[config.mk]
export PLATFORM = sky130hd
export DESIGN_NAME = upstream_failover_ctl
export DESIGN_NICKNAME = d
export VERILOG_FILES = /design/src/rtl/ufo_pkg.sv /design/src/rtl/ufo_datapath.sv /design/src/rtl/ufo_control.sv /design/src/rtl/upstream_failover_ctl.sv
export SDC_FILE = /design/constraint.sdc
export NUM_CORES = 1
export LEC_CHECK = 0
export BUFFER_PORTS_ARGS = -buffer_cell sky130_fd_sc_hd__buf_2
export CAP_MARGIN = 40
export CORE_ASPECT_RATIO = 1.1
export CORE_MARGIN = 1
export CORE_UTILIZATION = 40
export DETAILED_ROUTE_END_ITERATION = 10
export HOLD_SLACK_MARGIN = 0.1
export PLACE_DENSITY = 0.71
export SYNTH_ARGS = -nofsm -noshare
export SYNTH_HDL_FRONTEND = slang
export SYNTH_SLANG_ARGS = --single-unit
[constraint.sdc]
create_clock -name clk -period 4.6 [get_ports clk]
set_input_delay 1.15 -clock clk [delete_from_list [all_inputs] [get_ports clk]]
set_output_delay 1.15 -clock clk [all_outputs]
set_load 0.02 [all_outputs]
[src/rtl/ufo_pkg.sv]
package ufo_pkg;

  typedef enum logic [1:0] {
    ST_IDLE,
    ST_SWITCH_MUX,
    ST_HOT_RESET,
    ST_WAIT_LINKUP
  } foState_t;

  // Strobes from the sequencer to the datapath
  typedef struct packed {
    logic flipMux;  // toggle the SERDES select this cycle
    logic commit;   // new port trained, make it the active one
    logic idle;     // no failover in progress
  } foStrobe_t;

  localparam logic ADDR_CTRL  = 1'b0;
  localparam logic ADDR_TIMER = 1'b1;

  // control register bit positions
  localparam int CB_PORT   = 0;
  localparam int CB_PIN_EN = 1;
  localparam int CB_TMR_EN = 2;
  localparam int CB_KEEP   = 3;

endpackage

[src/rtl/ufo_datapath.sv]
module ufo_datapath
  import ufo_pkg::*;
#(
  parameter int WDOG_W   = 16,
  parameter int PRESCALE = 8
) (
  input  logic              clk,
  input  logic              rst_n,
  input  logic [3:0]        modeStrap,
  input  logic              regWrEn,
  input  logic              regAddr,
  input  logic [WDOG_W-1:0] regWrData,
  input  logic              portSelPin,
  input  foStrobe_t         strb,
  output logic              trig,
  output logic              muxSel,
  output logic              keepDs,
  output logic [7:0]        statusWord
);

  localparam int PRE_W = (PRESCALE > 1) ? $clog2(PRESCALE) : 1;
  localparam logic [PRE_W-1:0] PRE_LAST = PRE_W'(PRESCALE - 1);

  logic redEn, activePort, pinEn, timerEn;
  logic pinSync1, pinSync2, pinPrev;
  logic [PRE_W-1:0]  presc;
  logic [WDOG_W-1:0] wdCount;
  logic ctrlWr, timerWr, tick, swTrig, pinTrig, timerFire;
  logic strapRed;

  assign strapRed  = (modeStrap >= 4'h8) && (modeStrap <= 4'hB);
  assign ctrlWr    = regWrEn && (regAddr == ADDR_CTRL);
  assign timerWr   = regWrEn && (regAddr == ADDR_TIMER);
  assign tick      = (presc == PRE_LAST);
  assign swTrig    = ctrlWr && (regWrData[CB_PORT] != activePort);
  assign pinTrig   = pinEn && (pinSync2 != pinPrev) && (pinSync2 != activePort);
  assign timerFire = timerEn && !timerWr && tick && (wdCount == WDOG_W'(1));
  assign trig      = redEn && strb.idle && (swTrig || pinTrig || timerFire);

  // strap capture, port selection and the active port
  always_ff @(posedge clk) begin
    if (!rst_n) begin
      redEn      <= strapRed;
      muxSel     <= strapRed & modeStrap[0];
      activePort <= strapRed & modeStrap[0];
    end else begin
      if (strb.flipMux) muxSel <= ~muxSel;
      if (strb.commit)  activePort <= muxSel;
    end
  end

  // control fields
  always_ff @(posedge clk) begin
    if (!rst_n) begin
      pinEn   <= 1'b0;
      timerEn <= 1'b0;
      keepDs  <= 1'b0;
    end else if (ctrlWr) begin
      pinEn   <= regWrData[CB_PIN_EN];
      timerEn <= regWrData[CB_TMR_EN];
      keepDs  <= regWrData[CB_KEEP];
    end else if (timerFire) begin
      timerEn <= 1'b0;
    end
  end

  // select pin synchronizer and edge memory
  always_ff @(posedge clk) begin
    if (!rst_n) begin
      pinSync1 <= 1'b0;
      pinSync2 <= 1'b0;
      pinPrev  <= 1'b0;
    end else begin
      pinSync1 <= portSelPin;
      pinSync2 <= pinSync1;
      pinPrev  <= pinSync2;
    end
  end

  // watchdog prescaler and count
  always_ff @(posedge clk) begin
    if (!rst_n) begin
      presc   <= '0;
      wdCount <= '0;
    end else if (timerWr) begin
      presc   <= '0;
      wdCount <= regWrData;
    end else if (timerEn) begin
      presc <= tick ? '0 : presc + 1'b1;
      if (tick && wdCount != '0) wdCount <= wdCount - 1'b1;
    end else begin
      presc <= '0;
    end
  end

  assign statusWord = {1'b0, keepDs, timerEn, pinEn, ~strb.idle,
                       activePort, redEn, redEn};

  AST_IDLE_PORT_MATCH: assert property (@(posedge clk) disable iff (!rst_n)
    strb.idle |-> (activePort == muxSel));
  AST_FIXED_PORT0: assert property (@(posedge clk) disable iff (!rst_n)
    !redEn |-> !muxSel);
  AST_TIMER_SELF_CLEAR: assert property (@(posedge clk) disable iff (!rst_n)
    timerFire |=> !timerEn);

endmodule

[src/rtl/ufo_control.sv]
module ufo_control
  import ufo_pkg::*;
#(
  parameter int HR_CYCLES = 4
) (
  input  logic      clk,
  input  logic      rst_n,
  input  logic      trig,
  input  logic      linkUp,
  input  logic      keepDs,
  output foStrobe_t strb,
  output logic      usHotReset,
  output logic      dsHotReset
);

  localparam int HR_W = (HR_CYCLES > 1) ? $clog2(HR_CYCLES) : 1;
  localparam logic [HR_W-1:0] HR_LAST = HR_W'(HR_CYCLES - 1);

  foState_t state;
  logic [HR_W-1:0] hrCnt;

  always_ff @(posedge clk) begin
    if (!rst_n) begin
      state <= ST_IDLE;
      hrCnt <= '0;
    end else begin
      case (state)
        ST_IDLE:       if (trig) state <= ST_SWITCH_MUX;
        ST_SWITCH_MUX: begin
          state <= ST_HOT_RESET;
          hrCnt <= '0;
        end
        ST_HOT_RESET: begin
          if (hrCnt == HR_LAST) state <= ST_WAIT_LINKUP;
          else hrCnt <= hrCnt + 1'b1;
        end
        ST_WAIT_LINKUP: if (linkUp) state <= ST_IDLE;
        default:        state <= ST_IDLE;
      endcase
    end
  end

  always_comb begin
    strb.flipMux = (state == ST_SWITCH_MUX);
    strb.commit  = (state == ST_WAIT_LINKUP) && linkUp;
    strb.idle    = (state == ST_IDLE);
  end

  assign usHotReset = (state == ST_HOT_RESET);
  assign dsHotReset = (state == ST_HOT_RESET) && !keepDs;

  AST_NO_REENTRY: assert property (@(posedge clk) disable iff (!rst_n)
    (state != ST_IDLE) |=> (state != ST_SWITCH_MUX));
  AST_LINK_COMPLETES: assert property (@(posedge clk) disable iff (!rst_n)
    (state == ST_WAIT_LINKUP && linkUp) |=> (state == ST_IDLE));
  AST_HR_ENDS_IN_WAIT: assert property (@(posedge clk) disable iff (!rst_n)
    $fell(usHotReset) |-> (state == ST_WAIT_LINKUP));
  AST_HR_AFTER_SWITCH: assert property (@(posedge clk) disable iff (!rst_n)
    $rose(usHotReset) |-> ($past(state) == ST_SWITCH_MUX));

endmodule

[src/rtl/upstream_failover_ctl.sv]
module upstream_failover_ctl
  import ufo_pkg::*;
#(
  parameter int WDOG_W    = 16,
  parameter int PRESCALE  = 8,
  parameter int HR_CYCLES = 4
) (
  input  logic              clk,
  input  logic              rst_n,
  input  logic [3:0]        modeStrap,
  input  logic              regWrEn,
  input  logic              regAddr,
  input  logic [WDOG_W-1:0] regWrData,
  input  logic              portSelPin,
  input  logic              linkUp,
  output logic              muxSel,
  output logic              usHotReset,
  output logic              dsHotReset,
  output logic [7:0]        statusWord
);

  foStrobe_t strb;
  logic trig, keepDs;

  ufo_datapath #(.WDOG_W(WDOG_W), .PRESCALE(PRESCALE)) u_dp (
    .clk(clk), .rst_n(rst_n), .modeStrap(modeStrap),
    .regWrEn(regWrEn), .regAddr(regAddr), .regWrData(regWrData),
    .portSelPin(portSelPin), .strb(strb), .trig(trig),
    .muxSel(muxSel), .keepDs(keepDs), .statusWord(statusWord)
  );

  ufo_control #(.HR_CYCLES(HR_CYCLES)) u_ctl (
    .clk(clk), .rst_n(rst_n), .trig(trig), .linkUp(linkUp),
    .keepDs(keepDs), .strb(strb),
    .usHotReset(usHotReset), .dsHotReset(dsHotReset)
  );

endmodule

==> metrics.md, run 1 <==
| Metric | Value |
|---|---|
| R2R setup slack | 2.59 ns |
| Worst path required time | 3.45 ns |
| Status | finished, final reports clean |
| Initial DRC count | 79 |
| Most common flop cell mapped by yosys | dfxtp_1 |
| Die width | roughly 68 um |
| Vias per cell | around 5.2 |
| WL per Instance | 12.7 um |
| Largest net degree at the start of global routing | 36 |
| Number of synthesized flops with an enable pin | 3 |
| Most common cell in the netlist | dfxtp_1 |
| Longest Clk Path Bufs | 2 |
| Initial Utilization | 0.428 |
| Chip height | 74.3 um |
| Final hold viol count | 0 |
| Sequential Area | 671 um2 |
| CTS resizes | 0 |
| Hold path depth | 1 |
| Simple-Gate Fraction of Synth Area | 0.244 |
| Antenna violations before repair | 0 |
| Worst setup EP type | output port |
| IO Port Bufs | 34 |
| Distinct cells, synth | 45 |
| Final setup viols | 0 |
| Total GRT Usage | 0.161 |
| Core area | 4440 um2 |
| Period utilization | 0.537 |
| Post-synthesis sequential area ratio | 0.353 |
| GR peak layer | met2 |
| Number of placement rows | 25 |
| Hold worst-path end | u_dp.presc[0] |
| Syn Area/Cell | between 9 and 10 um2 |
| Clock net sink count | 32 |
| GR Util met1 | 0.216 |
| Setup Crit Path Kind | flop to output port |
| Commonest cells post-synth | dfxtp_1 (29), a21oi_1 (20), nand2_1 (18) |
| Syn_nets | around 250 |
| Worst-Skew Late Latency | 0.28 ns |
| Compound-Gate Fraction of Synth Area | 0.182 |
| Fillers | 453 |
| Yosys top cell area share | 0.305 |
| Slowest cell on crit path | dfxtp_1 |
| Clock skew | around 0.0068 ns |
| Cell area after synthesis | 1900 um2 |
| Worst R2R Path Depth | 5 |
| Setup TNS | 0 ns |
| Critical-path cell list | inv_1 > ha_1 > nor2b_1 > buf_2 |
| H-tree depth | 2 |
| Drt total wl | roughly 3.7 mm |
| Layout Cells excl Fill | 292 |
| CTS Buf Count | 5 |
| Crit path DAT | 1.32 ns |
| Max-cap violation count | 0 |
| Multi-input combinational cell area | 1100 um2 |
| First-pass GRT wire length | 6.08 mm |
| Met3 Use GR | 0.0276 |
| Diode insertion count for antenna repair | 0 |
| Final ANT Viol Nets | 0 |
| Critical R2R Capture | u_dp.wdCount[12] |
| Post-route cell area | about 2200 um2 |
| Min-delay worst type | flop to flop |
| Synth Area in Adders | 0.0724 |
| Final Critical Period | 2.47 ns |
| Setup crit start kind | flop |
| Clock-pin slew on the worst setup and hold paths | 0.07 ns |
| PD cells | 332 nW/um2 |
| Routed vias | 1517 |
| Hold buffer count at CTS | 0 |
| DPL Wire Length | 2.68 mm |
| Area delta synth->final | 13.4% |
| Fmax | 405 MHz |
| Routability cong. | approximately 0.8 |
| Worst R2R Start | u_dp.wdCount[4] |
| Leading area contributor after synthesis | dfxtp_1 |
| Xor/xnor share of the synthesized area | 0.0691 |
| NumNets Final | around 270 |
| Total congestion overflow | 0 |
| Pleak | 0.000854 uW |
| Root buffer cell | clkbuf_8 |
| Dpl cells | 284 |
| Main combinational cell family by area after synthesis | simple AND/OR/NAND/NOR gates |
| Number of global-route vias before repair | 1413 |
| Io pins | 37 |
| Post-synthesis mux area share | 0.0105 |
| DP Area | 2050 um2 |
| Fraction of layout cells with a size suffix above 1 | 0.235 |
| CTS tree | built |
| Peak supply drop | 0.000157 V |
| Final Max Tran Viols | 0 |
| Post-CTS setup buffer count | 0 |
| Maximum fanout along the worst path | 6 |
| DR DRC count | 0 |
| Die ar. | 5030 um2 |
| Hold Crit Start | u_dp.presc[0] |
| Synth area leaders | dfxtp_1 (31%), ha_1 (7.2%), a21oi_1 (5.3%) |
| Synthesis warning total | 0 |
| Initial DRT Pass Iterations | 6 |
| Met2 Track Usage GR | 0.248 |
| Layout Utilization | 0.485 |
| Max incr delay on CP | about 0.38 ns |
| Async S/R FF share, synth | 0 |
| Yosys reg bits | 32 |
| Total power | 717 uW |
| Unrepaired setup endpoints after global routing | false |
| Mapped Cells | 210 |
[flip-flops by register name, indices dropped and copies added, names as in the netlist]
signal,flops
u_dp.wdCount,16
u_dp.presc,3
u_ctl.hrCnt,2
u_ctl.state,2
u_dp.activePort,1
u_dp.keepDs,1
u_dp.muxSel,1
u_dp.pinEn,1
u_dp.pinPrev,1
u_dp.pinSync1,1
u_dp.pinSync2,1
u_dp.redEn,1
u_dp.timerEn,1
[worst max-delay path by stage]
stage	depth (start not counted)	from	end	slack (ns)
4_1_cts	4	u_ctl.state[0]	dsHotReset	2.11
3_5_place_dp	4	rst_n	u_dp.muxSel	1.97
3_3_place_gp	4	rst_n	u_dp.muxSel	1.98
2_1_floorplan	3	u_ctl.state[0]	dsHotReset	2.33
6_report	4	u_ctl.state[0]	dsHotReset	2.13
5_1_grt	4	u_ctl.state[0]	dsHotReset	2.02
[per-stage QoR]
step	hold WS (ns)	setup WS [ns]
after detailed placement	0.425	1.97
final	0.433	2.13
after floorplan	0.406	2.33
after global routing	0.460	2.02
after CTS	0.434	2.11
after global placement	0.423	1.98
[kinds of logic (layout without fill, tap and decap cells)]
logic type | Yosys count | after routing
AO/OA/AOI/OAI | 54 | 54
XOR/XNOR | 15 | 15
adder cells (fa/ha/maj) | 11 | 11
buffers and inverters | 23 | 51
flip-flops | 32 | 32
multiplexers | 2 | 2
other | 1 | 1
AND/OR/NAND/NOR | 72 | 72
[worst max-delay path, delay by kind of cell (launching register included)]
family,cells,cell delay (ns)
simple gates,1,0.15
fa+ha+maj,1,0.26
buf+inv,2,0.24
flops,1,0.38
[layer usage]
metal,vias up,routed length [um]
li1,789,-
met1,695,1810
met2,28,1700
met3,5,130
met4,0,60
met5,-,0
[cells in the final DEF, fill, tap and decap left out, types with 4 or more instances in the layout]
cell	count
o21ai_0	15
nand2b_1	4
and2_1	7
nand2_1	18
dfxtp_1	29
inv_1	7
a21oi_1	20
nor4_4	4
nor2_1	11
ha_1	11
xnor2_1	7
nand3_1	7
xor2_1	8
buf_2	34
clkbuf_8	5
[layout make-up]
cell class,instances,area share
Sequential cell,32,0.311
Multi-Input combinational cell,155,0.511
Inverter,8,0.0139
Tap cell,54,0.0313
Clock inverter,2,0.0163
Clock buffer,6,0.0337
Timing Repair Buffer,35,0.0824
[where the power goes]
part | switching [uW] | leakage (uW) | total, uW | internal (uW)
sequential | 21.3 | 0.000268 | 321 | 299
combinational | 78.3 | 0.000531 | 131 | 52.9
clock | 104 | 0.0000552 | 265 | 161
total | 204 | 0.000854 | 717 | 513
Power figures use the tool's default switching activity.
==> run 2, diff against run 1 <==
Settings changed: PLACE_DENSITY 0.71 to 0.73.
Clock period 4.6 ns to 2.03 ns, I/O delays scaled along.
==> run 2 against run 1 <==
  * Register-to-register slack worse by 2.4 ns
  * Combinational power increased by 150%
  * Clock skew rose by 0.0022 ns
  * Via count is 3.1% higher
  * Final cell count up 3.4%
  * Core utilization grew 1.1 points
  * Routed wire length increased by 3.1%
  * Sequential cell count unchanged
  * Critical endpoint is now u_dp.wdCount[12]
  * Critical path type is now flop to flop
  * Die area did not move
  * Critical path depth rose by 3
  * Final area increased by 2.3%
==> metrics.md, run 2 (synthesis gave the netlist of run 1 again) <==
| Metric | Value |
|---|---|
| Status | finished, final reports clean |
| DPL Wire Length | 2.83 mm |
| Top delay family on crit path | simple AND/OR/NAND/NOR gates |
| Clock-pin slew on the worst setup and hold paths | 0.07 ns |
| Max incr delay on CP | 0.37 ns |
| Worst setup EP type | flop |
| Root buffer cell | clkbuf_8 |
| Number of global-route vias before repair | roughly 1400 |
| Antenna violations before repair | 0 |
| Drt total wl | approximately 3.8 mm |
| Diode insertion count for antenna repair | 0 |
| Core area | 4440 um2 |
| Fillers | 427 |
| DR DRC count | 0 |
| Period utilization | 0.911 |
| Hold path depth | 2 |
| Crit path DAT | 2.02 ns |
| Maximum fanout along the worst path | 4 |
| Largest register FFs | 16 |
| Final Max Tran Viols | 0 |
| H-tree depth | 2 |
| IO Port Bufs | 34 |
| Vias per cell | about 5.2 |
| Critical-path cell list | inv_1 > ha_1 > nor3b_2 > nand3_2 > a211o_2 > nor4b_1 > nor3_1 |
| CTS Buf Count | 5 |
| Total GRT Usage | 0.167 |
| Fraction of layout cells with a size suffix above 1 | 0.266 |
| Io pins | 37 |
| Setup crit start kind | flop |
| Post-route cell area | 2210 um2 |
| Clock skew | roughly 0.009 ns |
| Largest regs | u_dp.wdCount (16), u_dp.presc (3) |
| Dpl cells | 294 |
| Number of placement rows | 25 |
| Die width | 67.7 um |
| Layout Utilization | 0.497 |
| Max-cap violation count | 0 |
| Final setup viols | 0 |
| Initial DRC count | between 60 and 70 |
| First-pass GRT wire length | 6.23 mm |
| Most common cell after layout, fill and taps aside | buf_2 |
| Total congestion overflow | 0 |
| Sequential Area | about 670 um2 |
| Routed vias | between 1500 and 2000 |
| Setup Crit Path Kind | flop to flop |
| DP Area | 2120 um2 |
| Unrepaired setup endpoints after global routing | false |
| Clock net sink count | 32 |
| Longest Clk Path Bufs | 2 |
| Setup TNS | 0 ns |
| WL per Instance | 12.6 um |
| Final worst setup slack | about 0.18 ns |
| Dpl ws | 0.173 ns |
| Worst R2R Path Depth | 7 |
| PD cells | ~700 nW/um2 |
| Worst-Skew Late Latency | just under 0.3 ns |
| Pleak | just under 0.0009 uW |
| Final Critical Period | 1.85 ns |
| Routability cong. | 0.827 |
| Most frequent cells in the layout | buf_2 (34), dfxtp_1 (29), a21oi_1 (20) |
| Min-delay worst type | primary input to flop |
| Buffer and inverter count on the worst path | 1 |
| Peak supply drop | 0.000217 V |
| Die ar. | 5030 um2 |
| Fmax | 541 MHz |
| CTS tree | built |
| Final ANT Viol Nets | 0 |
| NumNets Final | 284 |
| Initial Utilization | 0.428 |
| Area delta synth->final | 16.1% |
| Final hold viol count | 0 |
| Slowest cell on crit path | dfxtp_1 |
| Crit. path cell count | 7 |
| Chip height | ~74 um |
| Initial DRT Pass Iterations | 4 |
| Layout Cells excl Fill | 302 |
| Multi-input combinational cell area | 1100 um2 |
| Top reg by flops | u_dp.wdCount |
| Worst path required time | 2.20 ns |
| Largest net degree at the start of global routing | 35 |
-- run 2: cell count changes in the layout (fill, tap and decap cells not counted) --
cell       delta
bufinv_16     -1
buf_4        +10
clkbuf_1      +1
and3_1        -1
and3_2        +1
-- run 2: final timing paths --
kind / to / start / slack [ns]
max: u_dp.wdCount[12] / u_dp.wdCount[0] / 0.18
min: u_dp.pinSync1 / portSelPin / 0.43
max reg2reg: u_dp.wdCount[12] / u_dp.wdCount[0] / 0.18
min reg2reg: u_dp.pinSync2 / u_dp.pinSync1 / 0.43
-- run 2: layer usage --
layer / vias to the layer above / GRT usage / share of wire
met5: - / 0 / 0
met4: 0 / 0.0922 / 0.029
met3: 10 / 0.0429 / 0.043
met2: 30 / 0.249 / 0.45
met1: 715 / 0.219 / 0.48
li1: 809 / - / -
-- run 2: final cells by class --
type | count | area share
repair buffers | 45 | 0.115
well taps | 54 | 0.0306
clock inverters | 1 | 0.00227
clock buffers | 7 | 0.0346
flip-flops and latches | 32 | 0.304
inverters | 8 | 0.0136
multi-input cells | 155 | 0.500
-- run 2: report_power, final --
group	internal, uW	total (uW)	leakage [uW]	switching, uW
combinational	141	321	0.000581	180
sequential	679	727	0.000268	48.2
clock	240	475	0.0000422	235
total	1060	1520	0.000891	463
-- run 2: repair_timing --
item,CTS,global route
hold buffers,0,0
gates resized for setup,0,1
buffers inserted,0,0
setup endpoints to repair,0,1
-- run 2: worst register-to-register path, cell delays in order (launching register included) --
cell and delay [ns]:
dfxtp_1 0.37, inv_1 0.10, ha_1 0.16, nor3b_2 0.22, nand3_2 0.16, a211o_2 0.34
nor4b_1 0.31, nor3_1 0.08
-- run 2: per-stage QoR --
| stage | power (uW) | hold slack [ns] |
|---|---|---|
| floorplan | 976 | 0.406 |
| global placement | 1060 | 0.420 |
| detailed placement | 1060 | 0.424 |
| CTS | 1530 | 0.427 |
| global route | 1590 | 0.438 |
| finish | 1520 | 0.431 |
==> run 3, diff against run 2 <==
Settings changed: CORE_MARGIN 1 to 5.
==> run 3 against run 2 <==
  * Clock power grew 26%
  * Critical path depth shrank 1
  * Total power grew 8.7%
  * Largest cell class unchanged
==> metrics.md, run 3 (synthesis gave the netlist of run 1 again) <==
| Metric | Value |
|---|---|
| Diode insertion count for antenna repair | 0 |
| Area delta synth->final | 17.8% |
| PD cells | approximately 740 nW/um2 |
| Routability cong. | ~0.75 |
| Final hold viol count | 0 |
| Maximum fanout along the worst path | 8 |
| Io pins | 37 |
| Longest Clk Path Bufs | 2 |
| Total power | 1660 uW |
| Final Max Tran Viols | 0 |
| Most common cell after layout, fill and taps aside | buf_2 |
| Max-cap violation count | 0 |
| Initial DRC count | 91 |
| Number of global-route vias before repair | approximately 1500 |
| IO Port Bufs | 34 |
| Final setup viols | 0 |
| Period utilization | 0.935 |
| Clock-pin slew on the worst setup and hold paths | 0.07 ns |
| Total congestion overflow | 0 |
| Core area | around 4600 um2 |
| Largest register FFs | 16 |
| Routed vias | 1573 |
| DR DRC count | 0 |
| Die ar. | between 6000 and 7000 um2 |
| Largest regs | u_dp.wdCount (16), u_dp.presc (3) |
| Final ANT Viol Nets | 0 |
| Final Critical Period | about 1.9 ns |
| Min-delay worst type | primary input to flop |
| Setup Crit Path Kind | flop to flop |
| Fmax | 527 MHz |
| Pleak | 0.000902 uW |
| CTS Buf Count | 5 |
| Hold buffer count at CTS | 0 |
| Critical-path cell list | inv_1 > ha_1 > and3_1 > a211o_2 > nor4b_1 > nor3_1 |
| DPL Wire Length | 2.98 mm |
| Initial Utilization | 0.411 |
| H-tree depth | 2 |
| Clock net sink count | 32 |
| Number of placement rows | 26 |
| Fraction of layout cells with a size suffix above 1 | 0.263 |
| Clock power share | 0.363 |
| Drt total wl | approximately 3.9 mm |
| Clock skew | roughly 0.0028 ns |
| Largest net degree at the start of global routing | 35 |
| Chip height | 82.3 um |
| Worst path required time | 2.19 ns |
| Switching power | approximately 470 uW |
| Initial DRT Pass Iterations | 4 |
| Die width | 75.7 um |
| Post-CTS setup buffer count | 0 |
| Internal power | 1190 uW |
| Fillers | 455 |
| Logic pwr share | 0.198 |
| WL per Instance | roughly 13 um |
| Slowest cell on crit path | dfxtp_1 |
| First-pass GRT wire length | between 6 and 7 mm |
| Worst setup EP type | flop |
| CTS tree | built |
| Vias per cell | 5.19 |
| Max incr delay on CP | ~0.43 ns |
| Root buffer cell | clkbuf_8 |
| Peak supply drop | roughly 0.00029 V |
| NumNets Final | 283 |
| Status | finished, final reports clean |
| Flop pwr share | 0.439 |
| Top reg by flops | u_dp.wdCount |
| Sequential Area | between 600 and 700 um2 |
| Worst-Skew Late Latency | 0.28 ns |
| Antenna violations before repair | 0 |
| Total GRT Usage | 0.142 |
| Crit path DAT | a little over 2 ns |
| Setup TNS | 0 ns |
| Unrepaired setup endpoints after global routing | false |
| Most frequent cells in the layout | buf_2 (34), dfxtp_1 (29), a21oi_1 (20) |
| Sw frac | 0.283 |
| Setup crit start kind | flop |
| Multi-input combinational cell area | about 1100 um2 |
| CTS resizes | 0 |
[run 3: through the flow]
stage,setup slack (ns),instance area [um2],utilization,hold WS (ns),std cells
floorplan,0.246,1900,-,0.406,210
global route,0.0145,2240,0.485,0.422,303
detailed placement,0.145,2130,0.461,0.424,295
CTS,0.122,2240,0.485,0.423,303
finish,0.131,2240,0.485,0.431,303
global placement,0.180,2130,0.461,0.421,295
[run 3: layout make-up]
class                   instances  area share
multi-input cells             155       0.492
flip-flops and latches         32       0.300
repair buffers                 44       0.115
clock buffers                   6      0.0324
well taps                      56      0.0313
clock inverters                 2      0.0157
inverters                       8      0.0134
[run 3: worst max-delay path, delay by kind of cell, from the launching register on]
family          cells  cell delay [ns]
compound gates      1             0.38
fa+ha+maj           1             0.22
buf+inv             1             0.09
flops               1             0.43
simple gates        3             0.66
[run 3: path summary, 6_finish.rpt]
kind,from,endpoint,slack (ns),cells past startpoint
worst max-delay path,u_dp.wdCount[0],u_dp.wdCount[12],0.13,6
worst min-delay path,portSelPin,u_dp.pinSync1,0.43,2
worst max register to register,u_dp.wdCount[0],u_dp.wdCount[12],0.13,6
worst min register to register,u_dp.presc[0],u_dp.presc[0],0.44,1
[run 3: power groups by stage]
stage | sequential, uW | clock [uW] | combinational (uW)
floorplan | 736 | 0 | 239
global placement | 740 | 0 | 321
detailed placement | 741 | 0 | 327
CTS | 727 | 616 | 330
global route | 733 | 643 | 369
finish | 727 | 600 | 329
[run 3: routing by layer]
metal  wire length, um  global-route usage
met5                 0                   0
met4                83              0.0629
met3               170              0.0339
met2              1890               0.227
met1              1790               0.180
